$ cat config.mk
export PLATFORM = sky130hd
export DESIGN_NAME = irq_ctrl
export DESIGN_NICKNAME = d
export VERILOG_FILES = /design/src/rtl/irq_ctrl_pkg.sv /design/src/rtl/irq_line_cell.sv /design/src/rtl/irq_arbiter.sv /design/src/rtl/irq_channel.sv /design/src/rtl/irq_ctrl.sv
export SDC_FILE = /design/constraint.sdc
export NUM_CORES = 1
export LEC_CHECK = 0
export BUFFER_PORTS_ARGS = -buffer_cell sky130_fd_sc_hd__buf_2
export CAP_MARGIN = 0
export CORE_AREA = 8 8 278 280
export DETAILED_ROUTE_END_ITERATION = 12
export DIE_AREA = 0 0 286 288
export GPL_TIMING_DRIVEN = 0
export SYNTH_ARGS = -nofsm -noshare
export SYNTH_HDL_FRONTEND = slang
export SYNTH_SLANG_ARGS = --single-unit
$ cat constraint.sdc
create_clock -name clk -period 62.4 [get_ports clk]
set_input_delay 6.24 -clock clk [delete_from_list [all_inputs] [get_ports clk]]
set_output_delay 6.24 -clock clk [all_outputs]
set_load 0.05 [all_outputs]
$ cat src/rtl/irq_ctrl_pkg.sv
package irq_ctrl_pkg;
  localparam int PRIO_W = 5;

  localparam logic [7:0] A_PEND   = 8'h00;
  localparam logic [7:0] A_MASK   = 8'h04;
  localparam logic [7:0] A_IRQ_ID = 8'h10;
  localparam logic [7:0] A_FIQ_ID = 8'h14;
  localparam logic [7:0] A_CTRL   = 8'h18;
  localparam logic [7:0] A_CFG0   = 8'h1C;
  localparam logic [7:0] A_CFGN   = 8'h98;
  localparam logic [7:0] A_SWTRIG = 8'h9C;

  typedef struct packed {
    logic [PRIO_W-1:0] prio;
    logic              level;
    logic              to_fiq;
  } line_cfg_t;
endpackage

$ cat src/rtl/irq_line_cell.sv
module irq_line_cell (
  input  logic clk,
  input  logic rst_n,
  input  logic line_i,
  input  logic level_i,
  input  logic sw_i,
  input  logic wr_i,
  input  logic wr_bit_i,
  input  logic rd_clr_i,
  output logic pend_o
);
  logic in_q, pend_q, pend_d, set_c, clr_c, pend_en, in_en;

  always_comb begin
    if (level_i) begin
      set_c = line_i | sw_i;
      clr_c = (wr_i & ~wr_bit_i & ~in_q) | (in_q & ~line_i);
    end else begin
      set_c = (line_i | sw_i) & ~in_q;
      clr_c = (wr_i & ~wr_bit_i) | rd_clr_i;
    end
    pend_d  = set_c | (pend_q & ~clr_c);
    pend_en = set_c | clr_c;
    in_en   = line_i ^ in_q;
  end

  always_ff @(posedge clk or negedge rst_n) begin
    if (!rst_n) begin
      in_q   <= 1'b0;
      pend_q <= 1'b0;
    end else begin
      if (in_en)   in_q   <= line_i;
      if (pend_en) pend_q <= pend_d;
    end
  end

  assign pend_o = pend_q;

  p_level_tracks_r3: assert property (@(posedge clk) disable iff (!rst_n)
    (level_i && line_i) |=> pend_q);
  p_level_drop_r3: assert property (@(posedge clk) disable iff (!rst_n)
    (level_i && in_q && !line_i && !sw_i) |=> !pend_q);
  p_edge_hold_r2: assert property (@(posedge clk) disable iff (!rst_n)
    (!level_i && pend_q && !wr_i && !rd_clr_i) |=> pend_q);
  p_set_wins_r13: assert property (@(posedge clk) disable iff (!rst_n)
    (!level_i && line_i && !in_q) |=> pend_q);
endmodule

$ cat src/rtl/irq_arbiter.sv
module irq_arbiter #(
  parameter int N  = 32,
  parameter int PW = 5,
  localparam int IW = $clog2(N)
) (
  input  logic [N-1:0]         elig_i,
  input  logic [N-1:0][PW-1:0] prio_i,
  output logic                 any_o,
  output logic [IW-1:0]        win_o
);
  logic [PW-1:0] best;

  always_comb begin
    any_o = 1'b0;
    win_o = '0;
    best  = '1;
    for (int i = 0; i < N; i++) begin
      if (elig_i[i] && (!any_o || prio_i[i] <= best)) begin
        any_o = 1'b1;
        best  = prio_i[i];
        win_o = IW'(i);
      end
    end
  end
endmodule

$ cat src/rtl/irq_channel.sv
module irq_channel #(
  parameter int IW = 5
) (
  input  logic          clk,
  input  logic          rst_n,
  input  logic          any_i,
  input  logic [IW-1:0] win_i,
  input  logic          rearm_i,
  output logic          out_o,
  output logic [IW-1:0] code_o
);
  logic armed_q, armed_d, out_q, out_d, ch_en, armed_eff;
  logic [IW-1:0] code_q, code_d;

  always_comb begin
    armed_eff = armed_q | rearm_i;
    armed_d   = armed_q;
    out_d     = out_q;
    code_d    = code_q;
    if (rearm_i) begin
      armed_d = 1'b1;
      out_d   = 1'b0;
    end
    if (armed_eff && any_i) begin
      armed_d = 1'b0;
      out_d   = 1'b1;
      code_d  = win_i;
    end
    ch_en = rearm_i | (armed_eff & any_i);
  end

  always_ff @(posedge clk or negedge rst_n) begin
    if (!rst_n) begin
      armed_q <= 1'b1;
      out_q   <= 1'b0;
      code_q  <= '0;
    end else if (ch_en) begin
      armed_q <= armed_d;
      out_q   <= out_d;
      code_q  <= code_d;
    end
  end

  assign out_o  = out_q;
  assign code_o = code_q;

  p_rise_needs_arm_r8: assert property (@(posedge clk) disable iff (!rst_n)
    $rose(out_q) |-> $past(armed_q || rearm_i));
  p_code_hold_r8: assert property (@(posedge clk) disable iff (!rst_n)
    (out_q && !rearm_i) |=> ($stable(code_q) && out_q));
  p_rearm_drop_r9: assert property (@(posedge clk) disable iff (!rst_n)
    (rearm_i && !any_i) |=> !out_q);
endmodule

$ cat src/rtl/irq_ctrl.sv
module irq_ctrl
  import irq_ctrl_pkg::*;
#(
  parameter int NUM_LINES = 32,
  localparam int IW = $clog2(NUM_LINES)
) (
  input  logic                 clk,
  input  logic                 rst_n,
  input  logic [NUM_LINES-1:0] line_in,
  input  logic                 bus_sel,
  input  logic                 bus_wr,
  input  logic [7:0]           bus_addr,
  input  logic [31:0]          bus_wdata,
  output logic [31:0]          bus_rdata,
  output logic                 irq_o,
  output logic                 fiq_o
);
  localparam int CW = $bits(line_cfg_t);

  logic wr_en, rd_en, is_cfg;
  logic [IW-1:0] cfg_idx;
  logic [NUM_LINES-1:0] pend, mask_q, mask_d, sw_vec, sw_low;
  logic [NUM_LINES-1:0] lvl_vec, fiq_vec, rd_clr;
  logic [NUM_LINES-1:0][PRIO_W-1:0] prio_vec;
  line_cfg_t cfg_q [NUM_LINES];
  line_cfg_t cfg_d;
  logic cfg_we, mask_we, pend_we, rd_irq, rd_fiq, ctrl_we;
  logic [1:0] rearm, any_c, out_c;
  logic [1:0][NUM_LINES-1:0] elig;
  logic [1:0][IW-1:0] win_c, code_c;

  // decode
  always_comb begin
    wr_en   = bus_sel & bus_wr;
    rd_en   = bus_sel & ~bus_wr;
    is_cfg  = (bus_addr >= A_CFG0) && (bus_addr <= A_CFGN) && (bus_addr[1:0] == 2'b00);
    cfg_idx = IW'((bus_addr - A_CFG0) >> 2);
    cfg_we  = wr_en & is_cfg;
    mask_we = wr_en & (bus_addr == A_MASK);
    pend_we = wr_en & (bus_addr == A_PEND);
    ctrl_we = wr_en & (bus_addr == A_CTRL);
    rd_irq  = rd_en & (bus_addr == A_IRQ_ID);
    rd_fiq  = rd_en & (bus_addr == A_FIQ_ID);
    rearm   = {ctrl_we & bus_wdata[1], ctrl_we & bus_wdata[0]};
    sw_low  = bus_wdata[NUM_LINES-1:0] & (~bus_wdata[NUM_LINES-1:0] + 1'b1);
    sw_vec  = (wr_en && bus_addr == A_SWTRIG) ? sw_low : '0;
    mask_d  = bus_wdata[NUM_LINES-1:0];
    cfg_d   = line_cfg_t'(bus_wdata[CW-1:0]);
  end

  // configuration and mask storage
  always_ff @(posedge clk or negedge rst_n) begin
    if (!rst_n) begin
      mask_q <= '1;
      for (int i = 0; i < NUM_LINES; i++) cfg_q[i] <= '0;
    end else begin
      if (mask_we) mask_q <= mask_d;
      if (cfg_we)  cfg_q[cfg_idx] <= cfg_d;
    end
  end

  // per-line request state
  for (genvar g = 0; g < NUM_LINES; g++) begin : g_line
    assign lvl_vec[g]  = cfg_q[g].level;
    assign fiq_vec[g]  = cfg_q[g].to_fiq;
    assign prio_vec[g] = cfg_q[g].prio;
    assign rd_clr[g]   = (rd_irq && code_c[0] == IW'(g)) || (rd_fiq && code_c[1] == IW'(g));
    irq_line_cell u_cell (
      .clk      (clk),
      .rst_n    (rst_n),
      .line_i   (line_in[g]),
      .level_i  (lvl_vec[g]),
      .sw_i     (sw_vec[g]),
      .wr_i     (pend_we),
      .wr_bit_i (bus_wdata[g]),
      .rd_clr_i (rd_clr[g]),
      .pend_o   (pend[g])
    );
  end

  // one arbiter and output channel per class: 0 = IRQ, 1 = FIQ
  for (genvar k = 0; k < 2; k++) begin : g_class
    assign elig[k] = pend & ~mask_q & ((k == 1) ? fiq_vec : ~fiq_vec);
    irq_arbiter #(.N(NUM_LINES), .PW(PRIO_W)) u_arb (
      .elig_i (elig[k]),
      .prio_i (prio_vec),
      .any_o  (any_c[k]),
      .win_o  (win_c[k])
    );
    irq_channel #(.IW(IW)) u_chan (
      .clk     (clk),
      .rst_n   (rst_n),
      .any_i   (any_c[k]),
      .win_i   (win_c[k]),
      .rearm_i (rearm[k]),
      .out_o   (out_c[k]),
      .code_o  (code_c[k])
    );
  end

  assign irq_o = out_c[0];
  assign fiq_o = out_c[1];

  // read mux
  always_comb begin
    bus_rdata = '0;
    if (rd_en) begin
      if (is_cfg)                      bus_rdata = 32'(cfg_q[cfg_idx]);
      else if (bus_addr == A_PEND)     bus_rdata = 32'(pend);
      else if (bus_addr == A_MASK)     bus_rdata = 32'(mask_q);
      else if (bus_addr == A_IRQ_ID)   bus_rdata = 32'(code_c[0]);
      else if (bus_addr == A_FIQ_ID)   bus_rdata = 32'(code_c[1]);
    end
  end

  p_masked_quiet_r5: assert property (@(posedge clk) disable iff (!rst_n)
    (mask_q == '1 && !mask_we && !irq_o) |=> !irq_o);
  p_sw_single_r11: assert property (@(posedge clk) disable iff (!rst_n)
    $countones(sw_vec) <= 1);
endmodule

* Word level (Yosys, flattened, before mapping)
Index checks and enable logic that the tools add are counted.
Storage, ports and cells: output and inout bits 34, bits of input ports 76, register bits 334, logic and storage cells 1378
Operators by class: reductions and logical operators 298, bitwise gates (word level) 505, equal/unequal tests 67, add/subtract/negate cells 2, multiplexer cells 273, order comparisons 66
Operator list (number):
- 5-bit two-way mux | 96
- 5-bit <= comparator | 62
- 224-bit bitwise mux | 1
- 1-bit AND | 172
- 1-bit bitwise OR | 164
- 5-bit equality test (second input constant) | 32
- 32-bit two-way mux | 5
- 1-bit two-way mux | 138
- 1-bit logical AND | 132
- 1-bit NOT | 129
- 32-bit AND | 4
- 32-bit NOT | 3
- 1-bit logical OR | 94
- 5-bit by 4-bit equality test with 1-bit output (second input constant) | 16
- 4-bit two-way mux | 16
- 1-bit logical NOT | 62
- 5-bit by 3-bit equality test with 1-bit output (second input constant) | 8
- 7-bit binary-select mux with 5-bit select | 1
- 7-bit demux with 5-bit select | 1
- 32-bit by 1-bit adder with 32-bit output (second input constant) | 1
- 1-bit bitwise XOR | 32
- 8-bit by 5-bit equality test with 1-bit output (second input constant) | 3
- 3-bit two-way mux | 8
- 7-bit two-way mux | 3
- 16 further kinds | 28

* Longest topological paths before layout
Gate-level depths: netlist (run 1).
word-level depth 131, mapped depth 300, depth with buffers taken out 283

* Modules after synthesis
Synthesis (run 1) repeated with hierarchy kept, for this count alone.
Second synthesis, totals: cells, all modules 3934, area, all modules 34301.6 um^2
By module, submodules not included:
- irq_arbiter | instances 2, area each 8418.1 um^2, cells an instance 1256, seq. area each 0.0 um^2
- irq_ctrl | instances 1, area each 13972.2 um^2, cells an instance 1132, seq. area each 6446.2 um^2
- irq_line_cell | instances 32, area each 92.6 um^2, cells an instance 8, seq. area each 50.0 um^2
- irq_channel | instances 2, area each 265.3 um^2, cells an instance 17, seq. area each 176.4 um^2

* Worst setup path after synthesis (run 1)
OpenSTA, ideal clock, no wires.
path kind flip-flop to flip-flop, from reg mask_q[0], to reg g_class[1].u_chan.code_q[2], cell stages (with the launch flop) 268, setup time 0.126 ns, path buffers 19, data arrival time 51.598 ns, data required time 62.274 ns, setup slack 10.676 ns, period minus slack after synthesis 51.724 ns, path through dfstp_2 > nand3b_1 > nor2_1 > ha_1 > o211ai_1 > and2_1 > o41ai_1 > o21ai_0 > ha_1 > a21o_1 > a21oi_1 > o31ai_1 > a21o_1 > a31oi_1 > mux2i_1 > inv_1 > ha_1 > and3_1 > (+232 left out) > o21ai_0 > nand2b_1 > a21oi_1 > a31oi_1 > a21o_1 > buf_1 > mux2_2 > ha_1 > nor2b_1 > o21a_1 > o21ai_0 > nand2b_1 > a21oi_1 > a31oi_1 > nor2_1 > or3_1 > nand2b_1 > o32a_1
On the way: longest elaborated chain between the ends 131, elaborated cells between the ends (all ways) 222, classes of those cells 31 x order compare; 91 x mux; 5 x bitwise; 95 x reduce/logical
RTL lines:
- from (decl) | line irq_ctrl.sv:22 | logic [NUM_LINES-1:0] pend, mask_q, mask_d, sw_vec, sw_low;
- from (signal assigned) | line irq_ctrl.sv:57 | if (mask_we) mask_q <= mask_d;
- 32-bit NOT * | line irq_ctrl.sv:83 | assign elig[k] = pend & ~mask_q & ((k == 1) ? fiq_vec : ~fiq_vec);
- 32-bit AND * (2 in a row) | line irq_ctrl.sv:83
- 5-bit two-way mux / 1-bit two-way mux (equally long branches) | line irq_arbiter.sv:18 | if (elig_i[i] && (!any_o || prio_i[i] <= best)) begin
- 5-bit <= comparator / 1-bit logical NOT (equally long branches) | line irq_arbiter.sv:18
- 1-bit logical OR | line irq_arbiter.sv:18
- 1-bit logical AND | line irq_arbiter.sv:18
- 5-bit two-way mux / 1-bit two-way mux (equally long branches) | line irq_arbiter.sv:18
- 5-bit <= comparator / 1-bit logical NOT (equally long branches) | line irq_arbiter.sv:18
- (+114 left out)
- 5-bit two-way mux / 1-bit two-way mux (equally long branches) | line irq_arbiter.sv:18
- 5-bit <= comparator / 1-bit logical NOT (equally long branches) | line irq_arbiter.sv:18
- 1-bit logical OR | line irq_arbiter.sv:18
- 1-bit logical AND | line irq_arbiter.sv:18
- 1-bit two-way mux | line irq_arbiter.sv:18
- 1-bit AND | line irq_channel.sv:29 | ch_en = rearm_i | (armed_eff & any_i);
- 1-bit bitwise OR | line irq_channel.sv:29
- 2-bit AND reduction (no line)
- to (signal assigned) | line irq_channel.sv:40 | code_q <= code_d;
- to (decl) | line irq_channel.sv:13 | logic [IW-1:0] code_q, code_d;
Every way passes the cells marked *; elsewhere a longest branch is shown, timed or not. A chain may end at the register's enable or synchronous reset.

* Worst setup path in the final report (run 1)
from reg mask_q[0], to reg g_class[1].u_chan.code_q[4]
The elaborated chain is that of the path after synthesis.

==> reports/summary.txt, run 1 <==
Max transition margin - 2.87%
crit path kind - flip-flop to flip-flop
Slowest-stage cell, CP - dfstp_2
crit path capture type - flip-flop
synthesis-stage register bit count - 334
synth-to-layout area growth - 11.4%
layout cells sized above 1 - 18.2%
CP delay by family, top - compound AO/OA/AOI/OAI gates
Setup Skew - 24.4 ps
H-tree depth - 2
# setup viols final - 0
CP required - 62,860 ps
gpl congestion - 0.979
Final WS setup - 3680 ps
syn avg cell area - 8.49 µm²
I/O pins - 110
Horiz. Die Dim - 286 µm
Initial Util - 44.7%
worst-margin pin slew - 1460 ps
CP peak stage delay - 640 ps
FF-to-FF path depth - 269
hold_sp - g_class[1].u_chan.out_o
final core utilization - 49.7%
outcome - finished clean
Std-Cell Rows - 99
Slew Viols, Final - 0
routed vias/inst - 6.40
Worst R2R Start - mask_q[0]
initial antenna violation count - 9
Final HPWL DP - 100 mm
CP Launch Type - flip-flop
post-layout minimum cycle time - 58,720 ps
clk sinks - 334
pre-CTS setup slack - -837 ps
final antenna-violating net count - 0
Netlist cell types - 113
worst hold endpoint - g_class[1].u_chan.out_o
CTS clk-pin slew, worst paths - 60 ps
vias in the first global route - 29,695
Vias - 31,818
worst reg2reg setup slack - 3680 ps
Cells after Synth - 3,818
Clock Latency Late Sink - 600 ps
post-synthesis async set-or-reset flop share - 100%
top post-synthesis cells by count - 347 x nand2_1, 300 x dfrtp_1, 279 x nor2_1
Synth area leader - dfrtp_1
crit-path most repeated cell - ha_1
fin nets - 4,315
Final Hold Viols - 0
fmax - 0.0170 GHz
Core Area - 72,600 µm²
CTS root buf - clkbuf_16
top post-synthesis cells by area - dfrtp_1 23%, ha_1 9.9%, mux2_2 9.2%
Yosys top cell area share - 23.2%
cell with the most instances after synthesis - nand2_1
Post-synth EDFFs - 0
critical path peak fanout - 10
cell count of the worst hold path - 1
fillers - 7,229
period utilization - 94.1%
IO Port Bufs - 103
largest net degree at the start of global routing - 112
Crit path arrival time - 59,180 ps
hold-fix buffers at CTS - 0
GR Overflow Total - 0
total CTS buffers - 39
die area - 82,400 µm²
min-delay worst type - flip-flop to flip-flop
Max Cap Viol - 0
DRT Pass-1 Iters - 6
DRC viols - 0
Clock Path Buffers - 3
GR Util All Layers - 29.7%
CTS tree - yes
Synth Warn # - 0
predominant post-synthesis flop cell - dfrtp_1
synthesized cell area - 32,400 µm²
Total Wirelength - 127 mm
drt first-iter violations - 2,787
die height - 288 µm
sequential-to-total area share from yosys stat - 25.9%
syn_nets - 4,151
wire length per cell - 25.5 µm
r2r endpoint - g_class[1].u_chan.code_o[4]
worst path bufs/invs - 25
first-pass GRT wire length - 189 mm
per-stage QoR:
step / hold slack (ps) / area, µm² / std cells / setup TNS (ps)
final: 484 / 36100 / 4974 / 0
after global routing: 512 / 36100 / 4973 / -861
after CTS: 492 / 35600 / 4956 / 0
after detailed placement: 475 / 34300 / 4884 / -3660
after global placement: 460 / 34100 / 4880 / -3150
after floorplan: 466 / 32400 / 3818 / 0
worst max-delay path by stage:
stage / cells after the start / endpoint / startpoint
final: 269 / g_class[1].u_chan.code_o[4] / mask_q[0]
after global routing: 285 / g_class[0].u_chan.code_o[3] / cfg_q[217]
after CTS: 269 / g_class[1].u_chan.code_o[4] / mask_q[0]
after detailed placement: 269 / g_class[1].u_chan.code_o[4] / mask_q[0]
after global placement: 270 / g_class[1].u_chan.code_o[3] / mask_q[0]
after floorplan: 267 / g_class[1].u_chan.code_o[2] / mask_q[0]
registers in the layout (all words and copies together), names as in the netlist:
signal                  cells
g_class.u_chan.armed_q      2
g_class.u_chan.code_o      10
g_line.u_cell.in_q         32
g_line.u_cell.pend_o       32
g_class.u_chan.out_o        2
mask_q                     32
cfg_q                     224
per-layer routing:
metal | global-route usage [%] | vias to the layer above | share of wire, %
met5 | 0 | - | 0.045
met4 | 10.6 | 8 | 3.9
li1 | - | 14685 | -
met2 | 45.8 | 1254 | 44
met3 | 5.46 | 250 | 7.9
met1 | 41.2 | 15621 | 44
final cells by class:
class                           instances  area (µm²)  area share (%)
Sequential cell                       334        8400            23.3
Clock buffer                           57        1120            3.11
Buffer                                180         726            2.01
Multi-Input combinational cell       3104       22900            63.4
Timing Repair Buffer                  126         779            2.16
Inverter                              197         739            2.05
Antenna cell                            2        5.00          0.0139
Tap cell                              959        1200            3.32
Clock inverter                         15         225           0.624
cells in the final DEF (no fill, tap or decap), types with 22 or more instances in the layout:
cell type | netlist | final
a22oi_1 | 44 | 44
mux4_2 | 56 | 56
ha_1 | 257 | 257
a21o_1 | 102 | 101
a211o_1 | 23 | 23
nor2b_1 | 69 | 69
a31oi_1 | 56 | 47
clkbuf_1 | 159 | 149
nand3b_1 | 29 | 29
nor3_1 | 73 | 73
and2_1 | 42 | 42
mux2_2 | 265 | 265
nand4_1 | 24 | 24
o21ai_0 | 270 | 257
and3_1 | 84 | 84
dfstp_2 | 34 | 34
o21a_1 | 33 | 32
a21oi_1 | 259 | 249
buf_2 | 6 | 113
clkbuf_16 | 0 | 40
and3b_1 | 24 | 24
o211ai_1 | 38 | 38
nand2b_1 | 41 | 41
inv_1 | 196 | 196
dfrtp_1 | 300 | 299
nand3_1 | 102 | 102
nand2_1 | 347 | 346
mux2i_1 | 43 | 35
nor2_1 | 279 | 276
or3_1 | 32 | 32
a211oi_1 | 31 | 28
o22ai_1 | 60 | 60
nor3b_1 | 27 | 27
or2_2 | 22 | 22
cell families (layout without fill, tap and decap cells):
logic type / after synthesis / in the layout / synth area share, %
AOI/OAI and AO/OA: 1189 / 1189 / 24.7
other: 0 / 2 / 0
adders and majority gates: 263 / 263 / 10.1
buffers and inverters: 380 / 575 / 4.45
DFF: 334 / 334 / 25.9
muxes: 367 / 367 / 14.6
xor gates and xnor gates: 19 / 19 / 0.513
and+or+nand+nor: 1266 / 1266 / 19.7
repair_timing:
| item | 4_1_cts | 5_1_grt |
|---|---|---|
| pin swaps | 0 | 7 |
| setup buffers | 0 | 18 |
| resized for setup | 5 | 110 |
| setup endpoints to repair | 5 | 10 |
Power of run 1 is left out: the tool's default activity adds up to more than one toggle a clock period on the data nets, which glitch-free logic cannot reach.
==> inputs of run 2 (changes only) <==
BUFFER_PORTS_ARGS = -buffer_cell sky130_fd_sc_hd__buf_4   (was -buffer_cell sky130_fd_sc_hd__buf_2)
SKIP_LAST_GASP = 1   (was default)
==> reports/summary.txt, run 2 (synthesis gave the netlist of run 1 again) <==
period utilization - 93.9% (was 94.1%)
Total Wirelength - 128 mm (was 127 mm)
largest net degree at the start of global routing - 115 (was 112)
crit-path most repeated cell - ha_1 (unchanged)
min-delay worst type - flip-flop to flip-flop (unchanged)
wire length per cell - 25.7 µm (was 25.5 µm)
# setup viols final - 0 (unchanged)
Max Cap Viol - 1 (was 0)
fillers - 7,243 (was 7,229)
CP required - 62,860 ps (about the same)
Clock Latency Late Sink - 590 ps (was 600 ps)
first-pass GRT wire length - 190 mm (was 189 mm)
max reg flops - 224 (unchanged)
Crit path arrival time - 59,070 ps (was 59,180 ps)
post-layout minimum cycle time - 58,610 ps (was 58,720 ps)
CTS clk-pin slew, worst paths - 60 ps (about the same)
Vias - 32,063 (was 31,818)
worst path bufs/invs - 26 (was 25)
Horiz. Die Dim - 286 µm (unchanged)
layout cells sized above 1 - 18.3% (was 18.2%)
leading cell type in the layout, fill and taps excluded - nand2_1 (unchanged)
r2r endpoint - g_class[0].u_chan.code_o[3] (was g_class[1].u_chan.code_o[4])
Core Area - 72,600 µm² (unchanged)
Final Hold Viols - 0 (unchanged)
H-tree depth - 2 (unchanged)
crit path capture type - flip-flop (unchanged)
cell count of the worst hold path - 1 (unchanged)
Final HPWL DP - 101 mm (was 100 mm)
synth-to-layout area growth - 12.4% (was 11.4%)
fin nets - 4,317 (was 4,315)
final antenna-violating net count - 0 (unchanged)
Clock Path Buffers - 3 (unchanged)
crit path kind - flip-flop to flip-flop (unchanged)
GR Util All Layers - 29.8% (was 29.7%)
Max transition margin - 0.379% (was 2.87%)
end of the critical path - g_class[0].u_chan.code_o[3] (was g_class[1].u_chan.code_o[4])
worst-margin pin slew - 1490 ps (was 1460 ps)
TNS Setup - 0 ps (unchanged)
gpl congestion - 0.973 (was 0.979)
vias in the first global route - 29,401 (was 29,695)
Worst R2R Start - cfg_q[217] (was mask_q[0])
CTS tree - yes (unchanged)
clk sinks - 334 (unchanged)
n_diodes - 0 (was 2)
DRC viols - 0 (unchanged)
total CTS buffers - 40 (was 39)
Slew Viols, Final - 0 (unchanged)
routed vias/inst - 6.45 (was 6.40)
hold slack - 483 ps (was 484 ps)
I/O pins - 110 (unchanged)
Most flops, register - cfg_q (unchanged)
die height - 288 µm (unchanged)
Crit. Startpoint - cfg_q[217] (was mask_q[0])
die area - 82,400 µm² (unchanged)
IO Port Bufs - 103 (unchanged)
FF-to-FF path depth - 282 (was 269)
worst reg2reg setup slack - 3790 ps (was 3680 ps)
Initial Util - 44.7% (unchanged)
violated checks - max-capacitance violations
drt first-iter violations - 3,414 (was 2,787)
CP peak stage delay - 460 ps (was 640 ps)
CP Launch Type - flip-flop (unchanged)
critical path peak fanout - 10 (unchanged)
fmax - 0.0171 GHz (was 0.0170 GHz)
multi-input logic area - 22,900 µm² (about the same)
Setup Skew - 34.3 ps (was 24.4 ps)
GR Overflow Total - 0 (unchanged)
DRT Pass-1 Iters - 6 (unchanged)
outcome - complete, but fails checks (was finished clean)
CTS root buf - clkbuf_16 (unchanged)
initial antenna violation count - 3 (was 9)
CP delay by family, top - compound AO/OA/AOI/OAI gates (unchanged)
Reg area - 8400 µm² (unchanged)
Slowest-stage cell, CP - dfrtp_1 (was dfstp_2)
commonest non-fill, non-tap cells in the layout - 347 x nand2_1, 299 x dfrtp_1, 276 x nor2_1 (was 346 x nand2_1, 299 x dfrtp_1, 276 x nor2_1)
Std-Cell Rows - 99 (unchanged)
Critical Path Stages - 282 (was 269)
==> run 2: cell count changes in the layout (fill, tap and decap cells not counted), moves of 3 or more <==
cell / delta
a21oi_1: -5
mux2i_1: +3
inv_6: +4
clkbuf_1: -3
mux2i_2: -3
a21oi_2: +5
buf_4: +103
buf_2: -103
==> run 2: how the worst min path moves through the flow <==
stage	from	end	slack (ps)
after floorplan	cfg_q[2]	cfg_q[2]	470
after global placement	g_class[0].u_chan.out_o	g_class[0].u_chan.out_o	480
after detailed placement	g_class[0].u_chan.out_o	g_class[0].u_chan.out_o	470
after CTS	g_class[0].u_chan.out_o	g_class[0].u_chan.out_o	490
after global routing	g_class[0].u_chan.out_o	g_class[0].u_chan.out_o	500
final	g_class[1].u_chan.out_o	g_class[1].u_chan.out_o	480
==> run 2: final cells by class <==
type                       count  share of cell area [%]
clock inverter                17                   0.766
inverter                     197                    2.03
timing repair buffer         128                    2.85
clock buffer                  56                    3.10
sequential                   334                    23.1
buffer                       179                    1.98
multi-input combinational   3104                    62.9
tap                          959                    3.29
==> run 2: metrics by stage <==
stage                     worst slack [ps]  instance area (µm²)  std cells  util (%)
final                                 3790                36400       4974      50.2
after global routing                  -185                36400       4974      50.2
after CTS                             20.4                35900       4957      49.5
after detailed placement             -1250                34500       4884      47.5
after global placement               -1030                34400       4880      47.4
after floorplan                      10680                32400       3818         -
==> run 2: timing repair <==
action	in CTS	in global routing
hold buffers	0	0
buffers inserted	0	20
resized for setup	5	116
setup endpoints to repair	5	10
pin swaps	0	7
==> run 2: per-layer routing <==
| metal | wire (µm) | vias up | track usage (%) |
|---|---|---|---|
| li1 | - | 14691 | - |
| met1 | 57400 | 15784 | 43.0 |
| met2 | 56000 | 1372 | 45.9 |
| met3 | 10000 | 214 | 3.67 |
| met4 | 4420 | 2 | 9.43 |
| met5 | 13 | - | 0 |
Power of run 2 is left out for the same reason.
